<file path="config.mk">
export PLATFORM = sky130hd
export DESIGN_NAME = dp_alu
export DESIGN_NICKNAME = d
export VERILOG_FILES = /design/src/rtl/dp_alu_pkg.sv /design/src/rtl/dp_alu_addsub.sv /design/src/rtl/dp_alu_bitops.sv /design/src/rtl/dp_alu_flagnext.sv /design/src/rtl/dp_alu.sv
export SDC_FILE = /design/constraint.sdc
export NUM_CORES = 1
export LEC_CHECK = 0
export BUFFER_PORTS_ARGS = -buffer_cell sky130_fd_sc_hd__buf_2
export CORE_ASPECT_RATIO = 1.75
export CORE_MARGIN = 4
export CORE_UTILIZATION = 31
export CTS_BUF_LIST = sky130_fd_sc_hd__clkbuf_16
export DETAILED_ROUTE_END_ITERATION = 16
export GPL_TIMING_DRIVEN = 0
export PLACE_DENSITY = 0.55
export SLEW_MARGIN = 10
export SYNTH_ARGS = -nofsm -noshare
export SYNTH_HDL_FRONTEND = slang
export SYNTH_SLANG_ARGS = --single-unit
</file>
<file path="constraint.sdc">
create_clock -name clk -period 11.8 [get_ports clk]
set_input_delay 2.36 -clock clk [delete_from_list [all_inputs] [get_ports clk]]
set_output_delay 2.36 -clock clk [all_outputs]
set_load 0.03 [all_outputs]
</file>
<file path="src/rtl/dp_alu_pkg.sv">
package dp_alu_pkg;

    localparam int unsigned DW = 32;

    typedef enum logic [3:0] {
        OP_AND   = 4'd0,
        OP_XOR   = 4'd1,
        OP_SUB   = 4'd2,
        OP_RSUB  = 4'd3,
        OP_ADD   = 4'd4,
        OP_ADDC  = 4'd5,
        OP_SUBC  = 4'd6,
        OP_RSUBC = 4'd7,
        OP_TAND  = 4'd8,
        OP_TXOR  = 4'd9,
        OP_CSUB  = 4'd10,
        OP_CADD  = 4'd11,
        OP_OR    = 4'd12,
        OP_PASS  = 4'd13,
        OP_CLR   = 4'd14,
        OP_PASSN = 4'd15
    } alu_op_e;

    typedef struct packed {
        logic n;
        logic z;
        logic c;
        logic v;
    } flags_t;

    function automatic logic is_compare(input alu_op_e op);
        return (op == OP_TAND) || (op == OP_TXOR) || (op == OP_CSUB) || (op == OP_CADD);
    endfunction

    function automatic logic is_arith(input alu_op_e op);
        return (op inside {OP_SUB, OP_RSUB, OP_ADD, OP_ADDC, OP_SUBC, OP_RSUBC, OP_CSUB, OP_CADD});
    endfunction

endpackage

</file>
<file path="src/rtl/dp_alu_addsub.sv">
module dp_alu_addsub
    import dp_alu_pkg::*;
#(
    parameter int unsigned W = DW
) (
    input  alu_op_e        op,
    input  logic [W-1:0]   a,
    input  logic [W-1:0]   b,
    input  logic           cin,
    output logic [W-1:0]   sum,
    output logic           cout,
    output logic           ovf
);
    logic [W-1:0] x, y;
    logic         c0;
    logic [W:0]   full;

    always_comb begin
        x  = a;
        y  = b;
        c0 = 1'b0;
        unique case (op)
            OP_SUB, OP_CSUB: begin y = ~b; c0 = 1'b1; end
            OP_RSUB:         begin x = b; y = ~a; c0 = 1'b1; end
            OP_ADDC:         begin c0 = cin; end
            OP_SUBC:         begin y = ~b; c0 = cin; end
            OP_RSUBC:        begin x = b; y = ~a; c0 = cin; end
            default:         begin c0 = 1'b0; end
        endcase
    end

    assign full = {1'b0, x} + {1'b0, y} + {{W{1'b0}}, c0};
    assign sum  = full[W-1:0];
    assign cout = full[W];
    assign ovf  = (x[W-1] == y[W-1]) && (sum[W-1] != x[W-1]);
endmodule

</file>
<file path="src/rtl/dp_alu_bitops.sv">
module dp_alu_bitops
    import dp_alu_pkg::*;
#(
    parameter int unsigned W = DW
) (
    input  alu_op_e      op,
    input  logic [W-1:0] a,
    input  logic [W-1:0] b,
    output logic [W-1:0] y
);
    always_comb begin
        unique case (op)
            OP_AND, OP_TAND: y = a & b;
            OP_XOR, OP_TXOR: y = a ^ b;
            OP_OR:           y = a | b;
            OP_PASS:         y = b;
            OP_CLR:          y = a & ~b;
            OP_PASSN:        y = ~b;
            default:         y = '0;
        endcase
    end
endmodule

</file>
<file path="src/rtl/dp_alu_flagnext.sv">
module dp_alu_flagnext
    import dp_alu_pkg::*;
#(
    parameter int unsigned W = DW
) (
    input  alu_op_e      op,
    input  logic [W-1:0] res,
    input  logic         add_c,
    input  logic         add_v,
    input  logic         shc,
    input  logic         set_flags,
    input  flags_t       cur,
    output flags_t       nxt
);
    logic upd;
    assign upd = set_flags || is_compare(op);

    always_comb begin
        nxt = cur;
        if (upd) begin
            nxt.n = res[W-1];
            nxt.z = (res == '0);
            if (is_arith(op)) begin
                nxt.c = add_c;
                nxt.v = add_v;
            end else begin
                nxt.c = shc;
                nxt.v = cur.v;
            end
        end
    end
endmodule

</file>
<file path="src/rtl/dp_alu.sv">
module dp_alu
    import dp_alu_pkg::*;
#(
    parameter int unsigned W  = DW,
    localparam int unsigned FW = $bits(flags_t)
) (
    input  logic          clk,
    input  logic          rst,
    input  logic          in_valid,
    input  logic [3:0]    opcode,
    input  logic [W-1:0]  op_a,
    input  logic [W-1:0]  op_b,
    input  logic [FW-1:0] flags_cur,
    input  logic          set_flags,
    input  logic          shift_carry,
    output logic [W-1:0]  result_o,
    output logic          wr_en_o,
    output logic [FW-1:0] flags_next_o,
    output logic [W-1:0]  res_q,
    output logic          wr_q,
    output logic [FW-1:0] flags_q,
    output logic          out_valid
);
    alu_op_e      op;
    flags_t       cur, nxt;
    logic [W-1:0] sum, lres;
    logic         cout, ovf;

    assign op  = alu_op_e'(opcode);
    assign cur = flags_t'(flags_cur);

    dp_alu_addsub #(.W(W)) u_add (
        .op(op), .a(op_a), .b(op_b), .cin(cur.c),
        .sum(sum), .cout(cout), .ovf(ovf)
    );

    dp_alu_bitops #(.W(W)) u_bit (
        .op(op), .a(op_a), .b(op_b), .y(lres)
    );

    assign result_o = is_arith(op) ? sum : lres;
    assign wr_en_o  = !is_compare(op);

    dp_alu_flagnext #(.W(W)) u_flg (
        .op(op), .res(result_o), .add_c(cout), .add_v(ovf),
        .shc(shift_carry), .set_flags(set_flags), .cur(cur), .nxt(nxt)
    );

    assign flags_next_o = nxt;

    always_ff @(posedge clk) begin
        if (rst) begin
            res_q     <= '0;
            wr_q      <= 1'b0;
            flags_q   <= '0;
            out_valid <= 1'b0;
        end else begin
            out_valid <= in_valid;
            if (in_valid) begin
                res_q   <= result_o;
                wr_q    <= wr_en_o;
                flags_q <= flags_next_o;
            end
        end
    end
endmodule

</file>
# --- Word level (Yosys, flattened, before mapping) ---
# Index checks and enable logic that the tools add are counted.
# Widths: inputs -> output; s select.
word_totals:
  register_bits: 38
  inputBits: 77
  output_inout_bits: 75
  word_cells: 51
op_classes:
  addsub: 2
  eq_ne: 17
  n_mux: 7
  bitwise: 6
  n_reduce_logical: 15
ops:
  columns: ["op", "n"]
  rows:
  - ["$pmux 32 s6", 1]
  - ["$and 32x32->32", 2]
  - ["$mux 32", 2]
  - ["$not 32->32", 2]
  - ["$pmux 32 s2", 1]
  - ["$add 32x32->33", 1]
  - ["$add 33x1->33", 1]
  - ["$eq 4x4->1 const B", 8]
  - ["$logic_not 32->1", 1]
  - ["$or 32x32->32", 1]
  - ["$xor 32x32->32", 1]
  - ["$eq 4x3->1 const B", 4]
  - ["$reduce_or 3->1", 3]
  - ["$eq 4x2->1 const B", 2]
  - ["$reduce_bool 8->1", 1]
  - ["$reduce_or 2->1", 3]
  - ["$eq 4x1->1 const B", 1]
  - ["$logic_not 4->1", 1]
  - ["$logic_or 1x1->1", 4]
  - ["$mux 4", 1]
  - ["$mux 2", 1]
  - ["$pmux 1 s2", 1]
  - ["$eq 1x1->1", 1]
  - ["$logic_and 1x1->1", 1]
  - ["other kinds (2)", 2]

# --- Logic depth before layout (Yosys ltp) ---
# Gate-level depths: netlist of the first run.
depth:
  word_depth: 9
  mapped_depth: 22
  depth_no_buf: 18

# --- Modules after synthesis ---
# Synthesis of the first run repeated with hierarchy kept, for this count alone.
unflattened:
  hier_cells: 993
  hier_area_um2: 7815.0
modules_own_cells:
  columns: ["module", "instances", "cells_each", "area_each_um2", "seq_area_each_um2"]
  rows:
  - ["dp_alu_addsub", 1, 430, 2869.0, 0.0]
  - ["dp_alu_bitops", 1, 294, 2519.9, 0.0]
  - ["dp_alu", 1, 239, 2228.4, 760.7]
  - ["dp_alu_flagnext", 1, 30, 197.7, 0.0]

# --- Least setup slack after synthesis of the first run ---
# OpenSTA, ideal clock, no wires.
synth_timing:
  path_kind: "in2out"
  start: "in opcode[0]"
  end: "out flags_next_o[2]"
  t_arrival_ps: 7005
  required_ps: 9440
  setup_slack_ps: 2435
  path_stages: 22
  path_cell_list: "buf_2 buf_2 buf_2 buf_2 buf_1 a31o_2 clkbuf_1 nor2_1 a211oi_1 fa_1 inv_1 fa_1 nand3_2 a211o_1 a2111oi_4 or3_4 xnor2_1 o21ai_1 or3b_1 nor4_2 nand4_1 nand2_1"
synth_via:
  elab_chain_cells: 8
  word_cells_on_any_way: 36
synth_rtl:
  columns: ["item", "line_no", "source"]
  rows:
  - ["start: declaration", "dp_alu.sv:10", "input logic [3:0] opcode,"]
  - ["$eq 4x2->1, or another cell as far along", "dp_alu_pkg.sv:36, dp_alu_addsub.sv:22", null]
  - ["$reduce_or 3->1 (no line) or $reduce_or 2->1 (tied branches)", null, null]
  - ["$pmux 32 s2 or $mux 32 (tied branches)", "dp_alu_addsub.sv:22", "unique case (op)"]
  - ["$add 32x32->33", "dp_alu_addsub.sv:32", "assign full = {1'b0, x} + {1'b0, y} + {{W{1'b0}}, c0};"]
  - ["$add 33x1->33", "dp_alu_addsub.sv:32", null]
  - ["$mux 32 (*)", "dp_alu.sv:41", "assign result_o = is_arith(op) ? sum : lres;"]
  - ["named net result_o[20]", "dp_alu.sv:16", "output logic [W-1:0] result_o,"]
  - ["$logic_not 32->1 (*)", "dp_alu_flagnext.sv:22", "nxt.z = (res == '0);"]
  - ["$mux 4 (*)", "dp_alu_flagnext.sv:20", "if (upd) begin"]
  - ["end: declaration", "dp_alu.sv:18", "output logic [FW-1:0] flags_next_o,"]
# Mark *: on every way through the listed nets, which the timed path passes. The rest lies on a longest branch.

# --- Worst setup path after layout of the first run ---
layout_timing:
  start: "in opcode[0]"
  end: "out flags_next_o[2]"
layout_via:
  elab_chain_cells: 8
  word_cells_on_any_way: 36
layout_rtl:
  columns: ["item", "line_no"]
  rows:
  - ["$eq 4x2->1, or another cell as far along", "dp_alu_pkg.sv:36, dp_alu_addsub.sv:22"]
  - ["$reduce_or 3->1 (no line) or $reduce_or 2->1 (tied branches)", null]
  - ["$pmux 32 s2 or $mux 32 (tied branches)", "dp_alu_addsub.sv:22"]
  - ["$add 32x32->33", "dp_alu_addsub.sv:32"]
  - ["$add 33x1->33", "dp_alu_addsub.sv:32"]
  - ["$mux 32", "dp_alu.sv:41"]
  - ["$logic_not 32->1", "dp_alu_flagnext.sv:22"]
  - ["$mux 4 (*)", "dp_alu_flagnext.sv:20"]
# Mark *: on every way between the ends. The rest lies on a longest branch, timed or not.

==> results of run 1 <==
## metal layers
layer | track usage, % | up-vias | wire, um
li1 | - | 4213 | -
met4 | 15.0 | 0 | 2170
met5 | 0 | - | 0
met2 | 45.4 | 406 | 16800
met1 | 27.8 | 4177 | 12400
met3 | 3.03 | 109 | 2050
## layout make-up
type	instances	area share (%)
Clock inverter	2	0.0906
Sequential cell	38	9.18
Buffer	78	5.16
Tap cell	296	4.47
Clock buffer	5	1.51
Inverter	85	3.85
Antenna cell	1	0.0302
Multi-Input combinational cell	874	66.8
Timing Repair Buffer	147	8.88
## flip-flops by register name, summed over array words and instances (netlist names)
signal     flops
res_q         32
out_valid      1
wr_q           1
flags_q        4
## cell families after synthesis
kind of cell / Yosys count / synth area share (%)
AOI/OAI and AO/OA: 398 / 36.6
and+or+nand+nor: 367 / 24.2
buffers and inverters: 163 / 10.6
adders and majority gates: 65 / 11.8
DFF: 38 / 10.8
muxes: 31 / 4.46
xor gates and xnor gates: 13 / 1.62
## metrics by stage
stage                     worst slack [ns]  utilization, %  cells
after floorplan                       2.44               -   1075
after global placement               0.556            36.6   1518
after detailed placement             0.464            36.6   1518
after CTS                            0.453            37.2   1525
after global routing                0.0560            37.2   1526
final                                0.314            37.2   1526
## where the power goes
part	internal, mW	switching [mW]	total [mW]
combinational	0.193	0.409	0.602
sequential	0.143	0.00671	0.149
clock	0.0754	0.0485	0.124
total	0.411	0.464	0.876
## final timing paths
path	start	to	slack [ns]
max	opcode[0]	flags_next_o[2]	0.31
min	res_q[7]	res_q[7]	0.48
max reg2reg	flags_q[0]	flags_q[0]	11.11
min reg2reg	res_q[7]	res_q[7]	0.48
## cell usage in the layout (no fill, tap or decap), types with 6 or more instances in the layout
| cell type | Yosys | final |
|---|---|---|
| o22ai_1 | 19 | 19 |
| ha_1 | 63 | 63 |
| or3_1 | 8 | 8 |
| nand2_1 | 143 | 143 |
| a21o_1 | 11 | 11 |
| a31oi_1 | 9 | 9 |
| a21oi_1 | 66 | 66 |
| nor2b_1 | 8 | 8 |
| o21bai_1 | 6 | 6 |
| inv_1 | 84 | 86 |
| nor2_1 | 102 | 102 |
| clkbuf_1 | 31 | 31 |
| dfxtp_1 | 38 | 38 |
| and3_1 | 7 | 7 |
| nor3_1 | 28 | 28 |
| o21ai_0 | 145 | 145 |
| a22oi_1 | 24 | 24 |
| nand4_1 | 11 | 11 |
| o21a_1 | 7 | 7 |
| o211ai_1 | 11 | 11 |
| a311oi_1 | 6 | 6 |
| buf_6 | 6 | 6 |
| nor4_1 | 6 | 6 |
| buf_1 | 6 | 6 |
| mux2i_1 | 28 | 28 |
| buf_2 | 23 | 170 |
| nand3_1 | 18 | 18 |
| o31ai_1 | 9 | 9 |
| xor2_1 | 8 | 8 |
| a211oi_1 | 18 | 18 |
## worst register-to-register path: stages (launching register included)
cell,delay (ns)
dfxtp_1,0.33
nor2_1,0.05
a311oi_1,0.23
==> impl_results.md, run 1 <==
* Drt drc at 0
* CTS tree: yes
* HP Class: reg -> reg
* Worst Setup Start Kind: input port
* Post-synth EDFFs at 0
* Avg Inst Size Synth at between 6 and 7 sq um
* Root Buffer: clkbuf_16
* Post-CTS setup buffer count at 0
* Reg clk slew, reported paths at roughly 0.05 ns
* Aggregate global routing overflow at 0
* Crit-path slowest cell: nor4b_1
* Setup crit end kind: primary output
* Routability cong. at ~0.99
* Max VDD drop at between 0.00005 and 0.00006 V
* Hold Fails Final Rpt at 0
* Multi-input gate area at between 5000 and 6000 sq um
* Row count at 72
* Top-count cell post-synth: o21ai_0
* Design area at 8290 sq um
* Slowest stage delay, CP at roughly 0.68 ns
* Top FF cell, synth: dfxtp_1
* Fmax at a little under 90 MHz
* Leakage power at slightly below 4 nW
* Register area at about 760 sq um
* Post-synth top area cell: ha_1
* Distinct cells, synth at a little under 100
* Max-slew headroom at approximately two fifths
* DP Area at 8150 sq um
* Clock Latency Late Sink at 0.28 ns
* Core area at 22,300 sq um
* Arrival @ worst endpoint at about 9.1 ns
* Syn Std Cell Area at 7050 sq um
* Hold Path Depth at 2
* Number of cells on the critical path at 24
* Die area at between 20,000 and 30,000 sq um
* Worst reg-to-reg path cell count at 2
* Ratio of cells with drive above 1 in the final layout at approximately a fifth
* # resized after CTS at 0
* DRT iter0 DRCs at approximately 670
* Clk buf depth at 2
* Pwr Density at 106 nW/um^2
* Gr usage total at between 20% and 30%
* Inserted Clock Buffers at 5
* Fin crit period at roughly 11 ns
* P&R area growth vs syn at 17.6%
* Vias per cell at 5.84
* Final Cycle Share at around 100%
* Slew @ Worst Pin at 0.921 ns
* Seq/Total Area, Yosys at a little over a tenth
* # IOs at approximately 150
* Outcome: finished clean
* Hold-fix buffers, CTS at 0
* Max Slew Vio Count at 0
* Max cap viols at 0
* Critical path buffers and inverters at 9
* Die Ht at approximately 210 um
* Initial antenna violation count at 1
* Commonest cells in the synthesized netlist: 145 x o21ai_0, 143 x nand2_1, 102 x nor2_1
* Critical Path RT at about 9.4 ns
* Most used cell, CP: buf_2
* Initial Util at between 30% and 40%
* Ys Warns at 0
* Largest net degree at the start of global routing at 11
* DR WL/cell at roughly 22 um
* Max Clock Skew at 0 ns
* Register bit total from synthesis at 38
* Post-synth ARST share at 0%
* Syn Nets at between 1,000 and 1,500
* CP max FO at 10
* Critical-path cell list: buf_2 > buf_2 > buf_2 > buf_2 > buf_2 > buf_1 > a31o_2 > clkbuf_1 > nor2_1 > a211oi_1 > fa_1 > inv_1 > fa_1 > nand3_2 > a21oi_1 > o211ai_1 > nand3_1 > nand4_1 > nor4b_1 > nand4bb_1 > nor4_2 > nand4_1 > nand2_1 > buf_2
* Synthesized instance count at roughly 1,100
* Area fraction of the dominant cell type after synthesis at 11.2%
* Vias in the first global route at around 8,500
* Kind of critical path: in -> out
* Via count at just under 9,000
* Sinks on Clock Net at 38
* H-Tree Depth at 2
* Hpwl dp at about 28,000 um
* RSZ-0062 raised after global routing: no
* Post-route ant nets at 0
* Nets at roughly 1,400
* Final setup TNS at 0 ns
* Drt first pass iters at 8
* Port bufs at between 100 and 150
* Global-route wire length before repair at roughly 49,000 um
* Setup violators final at 0
* WHS at 0.479 ns
* Crit path max-delay family: buffers and inverters
* DIE WIDTH at approximately 120 um
* Final WL at roughly 33,000 um
* Top cells by area, synth: ha_1 11%, dfxtp_1 11%, o21ai_0 10%
* # fillers at 2,492
* Pwr Total at 876 uW
Power figures use the tool's default switching activity.
==> run 2, diff against run 1 <==
CAP_MARGIN = 20   (was not set)
PLACE_DENSITY = not set   (was 0.55)
PLACE_DENSITY_LB_ADDON = 0.3   (was not set)
clock period = 11 ns   (was 11.8 ns; I/O delays follow)
==> run 2 against run 1 <==
  * Die area did not move
  * Final cell count unchanged
  * Clock power up 9%
  * Count of clock-buffer cells in the layout unchanged
  * Non-clock buffer count is 1 lower
  * Flip-flop and latch count stayed put
  * First-iteration DRC count is 29% higher
  * Worst setup slack better by 0.014 ns
  * Via count is 0.22% higher
  * Utilization is essentially flat
  * Largest power group unchanged
  * Highest routed layer unchanged
==> impl_results.md, run 2 (synthesis gave the netlist of run 1 again) <==
* Vias per cell at 5.85 (was 5.84)
* Die area at 25,300 sq um (unchanged)
* Global-route wire length before repair at 49,400 um (about the same)
* Outcome: finished clean (unchanged)
* Drt drc at 0 (unchanged)
* Most frequent cells in the layout: 170 x buf_2, 145 x o21ai_0, 143 x nand2_1, 102 x nor2_1, 85 x inv_1 (was 170 x buf_2, 145 x o21ai_0, 143 x nand2_1, 102 x nor2_1, 86 x inv_1)
* DR WL/cell at 21.7 um (was 21.9 um)
* Fin crit period at 10.67 ns
* Routability cong. at 1.00 (was 0.988)
* Final WL at 33,200 um (was 33,400 um)
* Critical-path cell list: buf_2 > buf_4 > buf_2 > buf_1 > and3_1 > a31o_2 > clkbuf_1 > nor2_1 > a211oi_1 > fa_1 > inv_1 > fa_1 > nand3_2 > a21oi_1 > o211ai_1 > nand2_1 > mux2i_1 > a211oi_1 > nand3_1 > nor4_2 > nand4_1 > nand2_1 > buf_2 (was buf_2 > buf_2 > buf_2 > buf_2 > buf_2 > buf_1 > a31o_2 > clkbuf_1 > nor2_1 > a211oi_1 > fa_1 > inv_1 > fa_1 > nand3_2 > a21oi_1 > o211ai_1 > nand3_1 > nand4_1 > nor4b_1 > nand4bb_1 > nor4_2 > nand4_1 > nand2_1 > buf_2)
* Fin cells at 1,526 (unchanged)
* Post-route ant nets at 0 (unchanged)
* Biggest regs: res_q x32, flags_q x4 (unchanged)
* Ratio of cells with drive above 1 in the final layout at 19.1% (was 19.0%)
* Max FFs per register at 32 (unchanged)
* Root Buffer: clkbuf_16 (unchanged)
* Int Power at 442 uW (was 411 uW)
* Max cap viols at 0 (unchanged)
* Hold Fails Final Rpt at 0 (unchanged)
* Reg2Reg Setup Slack at 10.26 ns (was 11.11 ns)
* Drt first pass iters at 5 (was 8)
* Worst Slack Setup Final at 0.328 ns (was 0.314 ns)
* Fmax at 93.7 MHz
* DRT iter0 DRCs at 860 (was 668)
* Core area at 22,300 sq um (unchanged)
* Inserted Clock Buffers at 5 (unchanged)
* Register area at 761 sq um (unchanged)
* Gr usage total at 25.2% (was 25.3%)
* P&R area growth vs syn at 17.7% (was 17.6%)
* Vias in the first global route at 8,599 (was 8,533)
* HP Class: reg -> reg (unchanged)
* Worst Setup Start Kind: input port (unchanged)
* Hold-fix buffers, CTS at 0 (unchanged)
* Slew @ Worst Pin at 0.877 ns (was 0.921 ns)
* Reg clk slew, reported paths at 0.05 ns (about the same)
* H-Tree Depth at 2 (unchanged)
* Setup violators final at 0 (unchanged)
* Leading cell type in the layout, fill and taps excluded: buf_2 (unchanged)
* Max VDD drop at 0.0000550 V (was 0.0000514 V)
* # fillers at 2,494 (was 2,492)
* Final Cycle Share at between 90% and 100%
* Port bufs at 147 (unchanged)
* Dpl ws at 0.101 ns (was 0.464 ns)
* # resized after CTS at 0 (unchanged)
* Arrival @ worst endpoint at 8.47 ns (was 9.13 ns)
* Sw frac at 53.0% (about the same)
* P_sw at 498 uW (was 464 uW)
* Hpwl dp at 27,600 um (about the same)
* Die Ht at 207 um (unchanged)
* Combinational fraction of design power at 68.6% (was 68.8%)
* Sinks on Clock Net at 38 (unchanged)
* CTS tree: yes (unchanged)
* # IOs at 152 (unchanged)
* Via count at 8,925 (was 8,905)
* CP max FO at 10 (unchanged)
* Setup crit end kind: primary output (unchanged)
* Power share of the clock group at 14.4% (was 14.2%)
* Max Slew Vio Count at 0 (unchanged)
* Pwr Density at 113 nW/um^2 (was 106 nW/um^2)
* Critical Path RT at 8.80 ns (was 9.44 ns)
* Final setup TNS at 0 ns (unchanged)
* Placed insts at 1,518 (unchanged)
* Nets at 1,370 (was 1,371)
* DIE WIDTH at 122 um (unchanged)
* Largest Register: res_q (unchanged)
* RSZ-0062 raised after global routing: no (unchanged)
* Pwr Total at 940 uW (was 876 uW)
* Kind of critical path: in -> out (unchanged)
* Row count at 72 (unchanged)
* Multi-input gate area at 5540 sq um (about the same)
* Leakage power at 3.87 nW (about the same)
* Max-slew headroom at 41.6% (was 38.2%)
* Initial Util at 31.7% (unchanged)
* Aggregate global routing overflow at 0 (unchanged)
* Crit-path slowest cell: o211ai_1 (was nor4b_1)
* Largest net degree at the start of global routing at 12 (was 11)
* Clock Latency Late Sink at 0.28 ns (about the same)
* Most used cell, CP: buf_2 (unchanged)
* Post-CTS setup buffer count at 0 (unchanged)
* Max Clock Skew at 0 ns (unchanged)
* Initial antenna violation count at 1 (unchanged)
* Slowest stage delay, CP at 0.63 ns (was 0.68 ns)
* Clk buf depth at 2 (unchanged)
* Seq pwr share at 17.0% (was 17.1%)
## run 2: critical path, delay by kind of cell
family / cells / cell delay, ns
AOI/OAI and AO/OA: 5 / 1.80
adders and majority gates: 2 / 0.79
buffers and inverters: 7 / 2.02
muxes: 1 / 0.15
and+or+nand+nor: 8 / 1.48
## run 2: worst paths after layout
check                 start              end  cells after the start
setup / recovery  opcode[1]  flags_next_o[2]                     23
hold / removal    res_q[17]        res_q[17]                      2
setup reg to reg  res_q[27]        res_q[27]                      2
hold reg to reg   res_q[17]        res_q[17]                      2
## run 2: per-stage QoR
step | area (sq um) | hold WS, ns | util (%)
floorplan | 7050 | 0.601 | -
global placement | 8150 | 0.469 | 36.6
detailed placement | 8150 | 0.474 | 36.6
CTS | 8290 | 0.481 | 37.3
global route | 8290 | 0.496 | 37.3
finish | 8290 | 0.480 | 37.3
## run 2: cell type report
| type | count | share of cell area (%) |
|---|---|---|
| inverter | 85 | 3.85 |
| clock buffer | 5 | 1.51 |
| tap | 296 | 4.47 |
| buffer | 77 | 5.11 |
| multi-input combinational | 874 | 66.8 |
| timing repair buffer | 147 | 8.87 |
| sequential | 38 | 9.17 |
| antenna | 1 | 0.0302 |
| clock inverter | 3 | 0.151 |
## run 2: power by group through the flow
stage                     logic [mW]  registers [mW]  clock network (mW)
after detailed placement       0.636           0.163                   0
after global placement         0.631           0.163                   0
after global routing           0.696           0.162               0.142
after CTS                      0.638           0.160               0.138
after floorplan                0.404           0.193                   0
final                          0.645           0.160               0.135
## run 2: metal layers
metal,track usage (%),vias up,wire [um]
met5,0,-,0
met4,15.6,0,2210
met1,27.8,4144,12200
met3,2.07,112,2100
li1,-,4217,-
met2,45.7,452,16600
==> run 3, diff against run 2 <==
--- a/config.mk
+++ b/config.mk
@@ -10,9 +10,9 @@
 export CORE_ASPECT_RATIO = 1.75
 export CORE_MARGIN = 4
-export CORE_UTILIZATION = 31
+export CORE_UTILIZATION = 40
 export CTS_BUF_LIST = sky130_fd_sc_hd__clkbuf_16
 export DETAILED_ROUTE_END_ITERATION = 16
 export GPL_TIMING_DRIVEN = 0
-export PLACE_DENSITY_LB_ADDON = 0.3
+export PLACE_DENSITY_LB_ADDON = 0.08
 export SLEW_MARGIN = 10
 export SYNTH_ARGS = -nofsm -noshare
==> constraint.sdc (replaced) <==
create_clock -name clk -period 11 [get_ports clk]
set_input_delay 0.55 -clock clk [delete_from_list [all_inputs] [get_ports clk]]
set_output_delay 0.55 -clock clk [all_outputs]
set_load 0.03 [all_outputs]
==> run 3 against run 2 <==
  * Global-route usage up 6.0 points
  * Utilization up 10 points
  * Clock power up 40%
  * Flip-flop and latch count unchanged
  * Non-clock buffer count up 1
  * Total power up 5.4%
  * Sequential power about the same
  * Highest routed layer unchanged
  * Wire length down 3.2%
==> impl_results.md, run 3 (synthesis gave the netlist of run 1 again) <==
* Outcome: finished clean (unchanged)
* Routability cong. at 0.982 (was 1.00)
* Hold Path Depth at 2 (unchanged)
* WL met3 at 2120 um (was 2100 um)
* Root Buffer: clkbuf_16 (unchanged)
* Pwr Density at 120 nW/um^2 (was 113 nW/um^2)
* Combinational fraction of design power at 64.8% (was 68.6%)
* Diodes inserted at 0 (was 1)
* Core area at 17,400 sq um (was 22,300 sq um)
* Arrival @ worst endpoint at 6.95 ns (was 8.47 ns)
* Sinks on Clock Net at 38 (unchanged)
* Worst Setup Start Kind: input port (unchanged)
* # resized after CTS at 0 (unchanged)
* Max Clock Skew at 0 ns (unchanged)
* Nets at 1,371 (was 1,370)
* Aggregate global routing overflow at 0 (unchanged)
* Final Cycle Share at 68.2% (was 97.0%)
* H-Tree Depth at 2 (unchanged)
* Drt first pass iters at 5 (unchanged)
* Hold Crit Endpoint: res_q[9] (was res_q[17])
* CP max FO at 10 (unchanged)
* Kind of critical path: in -> out (unchanged)
* Critical path buffers and inverters at 9 (was 7)
* HP Class: reg -> reg (unchanged)
* Vias in the first global route at 8,312 (was 8,599)
* CTS tree: yes (unchanged)
* Max FFs per register at 32 (unchanged)
* Reg clk slew, reported paths at 0.06 ns (was 0.05 ns)
* Crit path max-delay family: buffers and inverters (unchanged)
* Biggest regs: res_q x32, flags_q x4 (unchanged)
* Via count at 8,815 (was 8,925)
* DRT iter0 DRCs at 685 (was 860)
* P_sw at 501 uW (was 498 uW)
* Port bufs at 147 (unchanged)
* Die Ht at 184 um (was 207 um)
* Fmax at 133 MHz (was 93.7 MHz)
* Worst reg-to-reg path cell count at 2 (unchanged)
* Sw frac at 50.6% (was 53.0%)
* Global-route wire length before repair at 47,400 um (was 49,400 um)
* Row count at 64 (was 72)
* Hold-fix buffers, CTS at 0 (unchanged)
* Ratio of cells with drive above 1 in the final layout at 19.2% (was 19.1%)
* Post-route ant nets at 0 (unchanged)
* # IOs at 152 (unchanged)
* Crit-path slowest cell: buf_1 (was o211ai_1)
* Met2 Wirelength at 15,800 um (was 16,600 um)
* RSZ-0062 raised after global routing: no (unchanged)
* Wl on met1 at 12,200 um (about the same)
* Initial antenna violation count at 0 (was 1)
* Hold path start: res_q[9] (was res_q[17])
* Final WL at 32,100 um (was 33,200 um)
* Most used cell, CP: buf_2 (unchanged)
* Largest Register: res_q (unchanged)
* Max VDD drop at 0.0000945 V (was 0.0000550 V)
* Final setup TNS at 0 ns (unchanged)
* Reg2Reg Setup Slack at 10.29 ns (was 10.26 ns)
* Vias per cell at 6.03 (was 5.85)
* WHS at 0.480 ns (about the same)
* Post-CTS setup buffer count at 0 (unchanged)
* FF-to-FF Start: res_q[8] (was res_q[27])
* Reg2reg end: res_q[8] (was res_q[27])
* Initial Util at 40.5% (was 31.7%)
* Gr usage total at 31.3% (was 25.2%)
* Slowest stage delay, CP at 0.54 ns (was 0.63 ns)
* Inserted Clock Buffers at 5 (unchanged)
* Power share of the clock group at 19.1% (was 14.4%)
* Drt drc at 0 (unchanged)
* Largest net degree at the start of global routing at 14 (was 12)
* DR WL/cell at 22.0 um (was 21.7 um)
* Critical-path cell list: buf_2 > buf_2 > buf_2 > buf_2 > buf_2 > buf_1 > a31o_2 > clkbuf_1 > nor2_1 > a211oi_1 > fa_1 > inv_1 > fa_1 > nand3_2 > a211o_1 > a2111oi_4 > or3_4 > xnor2_1 > o21ai_1 > or3b_1 > nor4_2 > nand4_1 > nand2_1 > buf_2 (was buf_2 > buf_4 > buf_2 > buf_1 > and3_1 > a31o_2 > clkbuf_1 > nor2_1 > a211oi_1 > fa_1 > inv_1 > fa_1 > nand3_2 > a21oi_1 > o211ai_1 > nand2_1 > mux2i_1 > a211oi_1 > nand3_1 > nor4_2 > nand4_1 > nand2_1 > buf_2)
* Slew @ Worst Pin at 0.884 ns (was 0.877 ns)
* Max-slew headroom at 40.5% (was 41.6%)
* Hold Fails Final Rpt at 0 (unchanged)
* Max Slew Vio Count at 0 (unchanged)
* Max cap viols at 0 (unchanged)
* Critical Path RT at 10.45 ns (was 8.80 ns)
* Seq pwr share at 16.2% (was 17.0%)
* Leakage power at 3.89 nW (was 3.87 nW)
* Fin crit period at 7.50 ns (was 10.67 ns)
* Setup violators final at 0 (unchanged)
* Clock Latency Late Sink at 0.29 ns (was 0.28 ns)
* Setup crit end kind: primary output (unchanged)
* DIE WIDTH at 108 um (was 122 um)
* Leading cell type in the layout, fill and taps excluded: buf_2 (unchanged)
* Hpwl dp at 26,300 um (was 27,600 um)
* Clk buf depth at 2 (unchanged)
* Int Power at 490 uW (was 442 uW)
* Top routing layer in use: met4 (unchanged)
* Most frequent cells in the layout: 170 x buf_2, 145 x o21ai_0, 143 x nand2_1, 102 x nor2_1, 84 x inv_1 (was 170 x buf_2, 145 x o21ai_0, 143 x nand2_1, 102 x nor2_1, 85 x inv_1)
* P&R area growth vs syn at 17.3% (was 17.7%)
* Die area at 19,900 sq um (was 25,300 sq um)
==> run 3: layout make-up <==
type | instances | area [sq um]
Buffer | 78 | 428
Tap cell | 231 | 289
Sequential cell | 38 | 761
Timing Repair Buffer | 147 | 736
Multi-Input combinational cell | 874 | 5540
Inverter | 85 | 319
Clock inverter | 3 | 68.8
Clock buffer | 5 | 125
Fill cell | 1937 | 9110
==> run 3: worst max-delay path by stage <==
stage          startpoint         endpoint  depth (start not counted)
2_1_floorplan   opcode[0]  flags_next_o[2]                         22
3_3_place_gp    opcode[0]  flags_next_o[2]                         24
3_5_place_dp    opcode[0]  flags_next_o[2]                         24
4_1_cts         opcode[0]  flags_next_o[2]                         24
5_1_grt         opcode[0]  flags_next_o[2]                         23
6_report        opcode[0]  flags_next_o[2]                         24
==> run 3: worst register-to-register path: stages (launching register included) <==
cell and delay, ns:
dfxtp_1 0.36, nor2_1 0.05, a211oi_1 0.22
==> run 3: per-stage QoR <==
stage	power (mW)	cell area, sq um	instances	setup slack, ns	utilization, %
CTS	0.984	8260	1461	3.57	47.6
global placement	0.791	8070	1453	3.56	46.4
finish	0.991	8260	1461	3.50	47.6
detailed placement	0.793	8070	1453	3.58	46.4
floorplan	0.597	7050	1075	5.26	-
global route	1.05	8260	1461	3.19	47.6
==> run 3: power groups by stage <==
stage	Clock, mW	Combinational (mW)	Sequential (mW)
final	0.189	0.642	0.160
after global routing	0.195	0.690	0.162
after CTS	0.191	0.633	0.160
after detailed placement	0	0.630	0.163
after global placement	0	0.628	0.163
after floorplan	0	0.404	0.193
==> run 3: metal layers <==
| layer | up-vias | track usage (%) |
|---|---|---|
| li1 | 4223 | - |
| met1 | 4066 | 36.5 |
| met2 | 416 | 55.2 |
| met3 | 110 | 2.50 |
| met4 | 0 | 17.8 |
| met5 | - | 0 |
